### config.mk
export PLATFORM = sky130hd
export DESIGN_NAME = xlat_cache
export DESIGN_NICKNAME = d
export VERILOG_FILES = /design/src/rtl/xlat_pkg.sv /design/src/rtl/xlat_match.sv /design/src/rtl/xlat_victim.sv /design/src/rtl/xlat_cache.sv
export SDC_FILE = /design/constraint.sdc
export NUM_CORES = 2
export LEC_CHECK = 0
export BUFFER_PORTS_ARGS = -buffer_cell sky130_fd_sc_hd__buf_4
export CORE_ASPECT_RATIO = 1.25
export CORE_MARGIN = 2
export CORE_UTILIZATION = 45
export CTS_BUF_LIST = sky130_fd_sc_hd__clkbuf_4 sky130_fd_sc_hd__clkbuf_8
export DETAILED_ROUTE_END_ITERATION = 8
export MAX_ROUTING_LAYER = met4
export PLACE_DENSITY = 0.6
export SLEW_MARGIN = 20
export SYNTH_ARGS = -nofsm -noshare
export SYNTH_HDL_FRONTEND = slang
export SYNTH_SLANG_ARGS = --single-unit
### constraint.sdc
create_clock -name clk -period 9.6 [get_ports clk]
set_input_delay 2.4 -clock clk [delete_from_list [all_inputs] [get_ports clk]]
set_output_delay 2.4 -clock clk [all_outputs]
set_load 0.1 [all_outputs]
### src/rtl/xlat_pkg.sv
package xlat_pkg;

    parameter int VPN_W   = 20;
    parameter int OFF_W   = 12;
    parameter int SET_W   = 4;
    parameter int WAY_N   = 4;
    parameter int DATA_W  = 32;
    parameter int GLB_BIT = 8;

    parameter int SET_N = 1 << SET_W;
    parameter int TAG_W = VPN_W - SET_W;
    parameter int WAY_W = $clog2(WAY_N);
    parameter int VA_W  = VPN_W + OFF_W;
    parameter int PPN_W = VA_W - OFF_W;

    typedef struct packed {
        logic              vld;
        logic              dir;
        logic [TAG_W-1:0]  tag;
        logic [DATA_W-1:0] data;
    } entry_t;

    typedef struct packed {
        entry_t [SET_N-1:0][WAY_N-1:0] ent;
        logic   [SET_N-1:0][WAY_W-1:0] rr;
    } state_t;

    function automatic logic [WAY_W-1:0] low_idx(input logic [WAY_N-1:0] v);
        logic [WAY_W-1:0] r;
        r = '0;
        for (int i = WAY_N - 1; i >= 0; i--) begin
            if (v[i]) r = WAY_W'(i);
        end
        return r;
    endfunction

endpackage

### src/rtl/xlat_match.sv
module xlat_match
    import xlat_pkg::*;
(
    input  entry_t [WAY_N-1:0] ways_i,
    input  logic   [TAG_W-1:0] tag_i,
    output logic   [WAY_N-1:0] hit_vec_o,
    output logic               hit_o
);
    for (genvar w = 0; w < WAY_N; w++) begin : g_way
        assign hit_vec_o[w] = ways_i[w].vld && (ways_i[w].tag == tag_i);
    end

    assign hit_o = |hit_vec_o;
endmodule

### src/rtl/xlat_victim.sv
module xlat_victim
    import xlat_pkg::*;
(
    input  logic [WAY_N-1:0] vld_vec_i,
    input  logic [WAY_N-1:0] hit_vec_i,
    input  logic [WAY_W-1:0] rr_i,
    output logic [WAY_W-1:0] sel_o,
    output logic             evict_o
);
    logic [WAY_N-1:0] free_vec;

    assign free_vec = ~vld_vec_i;

    always_comb begin
        sel_o   = rr_i;
        evict_o = 1'b0;
        if (|hit_vec_i) begin
            sel_o = low_idx(hit_vec_i);
        end else if (|free_vec) begin
            sel_o = low_idx(free_vec);
        end else begin
            evict_o = 1'b1;
        end
    end
endmodule

### src/rtl/xlat_cache.sv
module xlat_cache
    import xlat_pkg::*;
(
    input  logic              clk,
    input  logic              rst_n,
    input  logic [VA_W-1:0]   lk_vaddr,
    output logic              lk_hit,
    output logic [VA_W-1:0]   lk_paddr,
    output logic              lk_dir,
    input  logic              fill_en,
    input  logic [VPN_W-1:0]  fill_vpn,
    input  logic              fill_dir,
    input  logic [DATA_W-1:0] fill_data,
    input  logic              flush_all,
    input  logic              flush_task
);
    state_t st_d, st_q;

    // lookup side
    logic [SET_W-1:0] lk_set;
    logic [TAG_W-1:0] lk_tag;
    logic [WAY_N-1:0] lk_hit_vec;
    logic             lk_any;
    logic             lk_block;
    entry_t           lk_ent;

    // fill side
    logic [SET_W-1:0] fl_set;
    logic [TAG_W-1:0] fl_tag;
    logic [WAY_N-1:0] fl_hit_vec;
    logic             fl_any;
    logic [WAY_N-1:0] fl_vld_vec;
    logic [WAY_W-1:0] fl_sel;
    logic             fl_evict;

    assign lk_set = lk_vaddr[OFF_W +: SET_W];
    assign lk_tag = lk_vaddr[VA_W-1 -: TAG_W];
    assign fl_set = fill_vpn[SET_W-1:0];
    assign fl_tag = fill_vpn[VPN_W-1 -: TAG_W];

    xlat_match u_lk_match (
        .ways_i    (st_q.ent[lk_set]),
        .tag_i     (lk_tag),
        .hit_vec_o (lk_hit_vec),
        .hit_o     (lk_any)
    );

    xlat_match u_fl_match (
        .ways_i    (st_q.ent[fl_set]),
        .tag_i     (fl_tag),
        .hit_vec_o (fl_hit_vec),
        .hit_o     (fl_any)
    );

    for (genvar w = 0; w < WAY_N; w++) begin : g_vld
        assign fl_vld_vec[w] = st_q.ent[fl_set][w].vld;
    end

    xlat_victim u_victim (
        .vld_vec_i (fl_vld_vec),
        .hit_vec_i (fl_hit_vec),
        .rr_i      (st_q.rr[fl_set]),
        .sel_o     (fl_sel),
        .evict_o   (fl_evict)
    );

    // a same-set fill masks the lookup for the cycle
    assign lk_block = fill_en && (fl_set == lk_set);
    assign lk_ent   = st_q.ent[lk_set][low_idx(lk_hit_vec)];
    assign lk_hit   = lk_any && !lk_block;
    assign lk_paddr = lk_hit ? {lk_ent.data[DATA_W-1 -: PPN_W], lk_vaddr[OFF_W-1:0]} : '0;
    assign lk_dir   = lk_hit && lk_ent.dir;

    always_comb begin
        st_d = st_q;
        if (flush_all) begin
            for (int s = 0; s < SET_N; s++) begin
                for (int w = 0; w < WAY_N; w++) begin
                    st_d.ent[s][w].vld = 1'b0;
                end
            end
        end else if (flush_task) begin
            for (int s = 0; s < SET_N; s++) begin
                for (int w = 0; w < WAY_N; w++) begin
                    if (!st_q.ent[s][w].data[GLB_BIT]) st_d.ent[s][w].vld = 1'b0;
                end
            end
        end else if (fill_en) begin
            st_d.ent[fl_set][fl_sel].vld  = 1'b1;
            st_d.ent[fl_set][fl_sel].dir  = fill_dir;
            st_d.ent[fl_set][fl_sel].tag  = fl_tag;
            st_d.ent[fl_set][fl_sel].data = fill_data;
            if (fl_evict && !fl_any) st_d.rr[fl_set] = st_q.rr[fl_set] + 1'b1;
        end
    end

    always_ff @(posedge clk) begin
        if (!rst_n) st_q <= '0;
        else        st_q <= st_d;
    end
endmodule

==> results_dict.tcl <==
set metrics [dict create \
    pre_cts_slack_ns 0.323 \
    rr_startpoint "st_q[2920]" \
    hp-class "flop to flop" \
    gp_congestion 0.946 \
    cts.sinks 2528 \
    root_buffer "clkbuf_8" \
    r2r_slack_ns 4.38 \
    start_kind "input port" \
    syn_nets 11000 \
    ys_async_sr_fraction_pct 0 \
    synth_edf_count 0 \
    p_int_w 0.0166 \
    antenna_found_initial 13 \
    dp_hpwl_mm 245 \
    grt_max_degree 228 \
    hold_viol_final 0 \
    synth.distinct_cells 91 \
    layout_setup_ws_ns 0.252 \
    die_width_um 469 \
    setup_viol_count_final 0 \
    port_buffers 112 \
    htreeDepth 5 \
    synth_warnings 0 \
    area_growth_syn_to_layout_pct 11.4 \
    hold_slack_ns 0.452 \
    dieArea_um2 274000 \
    relSlewSlack_pct 18.7 \
    drc_errors 0 \
    pin_count 124 \
    critical_path_class "input port to output pin" \
    dr.pass1.iters 6 \
    status "completed" \
    tns_ns 0 \
    rows 213 \
    gr-total-overflow 0 \
    worst_pin_slew_ns 1.21 \
    largestRegisters "st_q x2528" \
    p_comb_share_pct 6.1 \
    cp_max_fo 36 \
    slew_viol_final 0 \
    powerDensity_nw_per_um2 164 \
    top_register "st_q" \
    grt_use_total_pct 29.9 \
    postSynthCellCount 10900 \
    clockPowerShare_pct 46.5 \
    reg2reg_depth 11 \
    grt_pass1_wl_mm 595 \
    pwr-share-seq_pct 47.4 \
    largest_reg_flops 2528 \
    netlist_area_um2 121000 \
    fmax_ghz 0.107 \
    drtIter0Drc 8314 \
    routed_via_density 6.05 \
    max_cap_viol_count 0 \
    ant_nets 0 \
    switchingPower_w 0.00552 \
    ys_seq_area_share_pct 41.7 \
    drive_above_1_share_pct 21.7 \
    swShare_pct 24.9 \
    routed_wl_mm 406 \
    worst_clock_skew_ns 0.111 \
    cts_tree "done" \
    period_minus_slack_ns 9.35 \
    first_global_vias 90000 \
    r2r_end "st_q[497]" \
    hold_depth 2 \
    ir_drop_mv 0.207 \
    clockBufferDepth 4 \
    finalNetCount 10800 \
    ys.flop_type "dfxtp_1" \
    wire_per_inst_um 27.8 \
    clk_pin_slew_ns 0.06 \
    core_area_um2 269000 \
    ys_ff_latch 2528 \
    cp.arrival_ns 6.95 \
    cts_resized 0 \
    chipHeight_um 585 \
    end_kind "output pin" \
    clk_latency_ns 1.09 \
    hold_start "st_q[2052]" \
    final.period_utilization_pct 97.4 \
    cts_buffers 423 \
    cp.required_ns 7.20 \
    leakagePower_nw 56.9 \
    rsz0062_at_grt "false" \
    postCtsSetupBuffers 0 \
    cts_hold_buf 0 \
    start_util_pct 45.2 \
    via_count 88400 \
    hold-path-endpoint "st_q[2052]" \
    syn_avg_cell_area_um2 11.1 \
]
-- routing by layer --
| metal | GRT usage [%] | wire length (um) |
|---|---|---|
| met4 | 15.3 | 23400 |
| met1 | 36.1 | 162000 |
| met3 | 5.40 | 29100 |
| met2 | 47.6 | 191000 |
| met5 | - | 0 |
-- area by class of cell --
class | count | area (um^2)
fillers | 23700 | 134000
well taps | 3547 | 4440
flip-flops and latches | 2528 | 50600
inverters | 26 | 100
clock inverters | 74 | 629
repair buffers | 496 | 4930
clock buffers | 675 | 8450
diodes | 12 | 30.0
multi-input cells | 7246 | 66100
-- synth_stat cells, drive strengths merged (35+ instances only) --
cell	instances	area, um^2
nand3	67	335
xnor2	117	1020
dfxtp	2528	50600
a21oi	77	385
o22ai	40	250
mux2	60	676
nor2	42	160
nand2	2564	9620
buf	512	3150
o2bb2ai	71	622
o21ai	88	440
clkbuf	636	2390
nor2b	35	219
mux4	919	20700
nor3	40	240
mux2i	2731	27300
a22oi	85	643
-- logic make-up after synthesis --
group                  count (synthesis)  synth area share [%]
XOR/XNOR                             133                 0.959
buffers and inverters               1174                  4.64
multiplexers                        3710                  40.1
flip-flops                          2528                  41.7
AO/OA/AOI/OAI                        541                  3.22
AND/OR/NAND/NOR                     2862                  9.38
-- worst max-delay path by stage --
stage	start	end	slack, ns
floorplan	lk_vaddr[12]	lk_paddr[25]	0.08
global placement	lk_vaddr[14]	lk_paddr[23]	0.31
detailed placement	lk_vaddr[14]	lk_paddr[23]	0.32
CTS	lk_vaddr[14]	lk_paddr[23]	0.31
global route	lk_vaddr[12]	lk_paddr[23]	0.17
finish	lk_vaddr[12]	lk_paddr[23]	0.25
-- per-stage QoR --
| stage | power (W) | std cells | instance area, um^2 | util [%] |
|---|---|---|---|---|
| floorplan | 0.0116 | 10900 | 122000 | - |
| global placement | 0.0121 | 13800 | 126000 | 46.9 |
| detailed placement | 0.0121 | 13800 | 126000 | 46.9 |
| CTS | 0.0223 | 14600 | 135000 | 50.3 |
| global route | 0.0228 | 14600 | 135000 | 50.3 |
| finish | 0.0222 | 14600 | 135000 | 50.3 |
-- layout by cell type, fill, tap and decap left out, types with 86 or more instances in the layout --
master | synthesis | routed
clkbuf_4 | 0 | 134
buf_4 | 199 | 397
mux4_2 | 919 | 919
buf_12 | 0 | 91
mux2i_1 | 2731 | 2731
clkbuf_8 | 0 | 541
xnor2_1 | 117 | 116
o21ai_0 | 86 | 86
dfxtp_1 | 2528 | 2528
nand2_1 | 2564 | 2526
-- critical path, cell delays in order --
cell	delay [ns]
buf_8	0.20
buf_12	0.24
buf_12	0.31
buf_4	0.25
mux4_2	0.51
mux2i_1	0.17
mux2i_1	0.19
xor2_1	0.18
nor4_1	0.49
nand2_1	0.10
o41ai_1	0.43
buf_4	0.21
inv_1	0.06
nor3b_2	0.18
buf_4	0.21
buf_12	0.16
o2bb2ai_2	0.18
buf_4	0.34
-- power groups by stage --
stage	registers, W	clock network [W]	logic [W]
2_1_floorplan	0.0107	0	0.000851
3_3_place_gp	0.0107	0	0.00132
3_5_place_dp	0.0107	0	0.00133
4_1_cts	0.0105	0.0104	0.00133
5_1_grt	0.0105	0.0109	0.00140
6_report	0.0105	0.0103	0.00135
(Power assumes the default switching activity.)
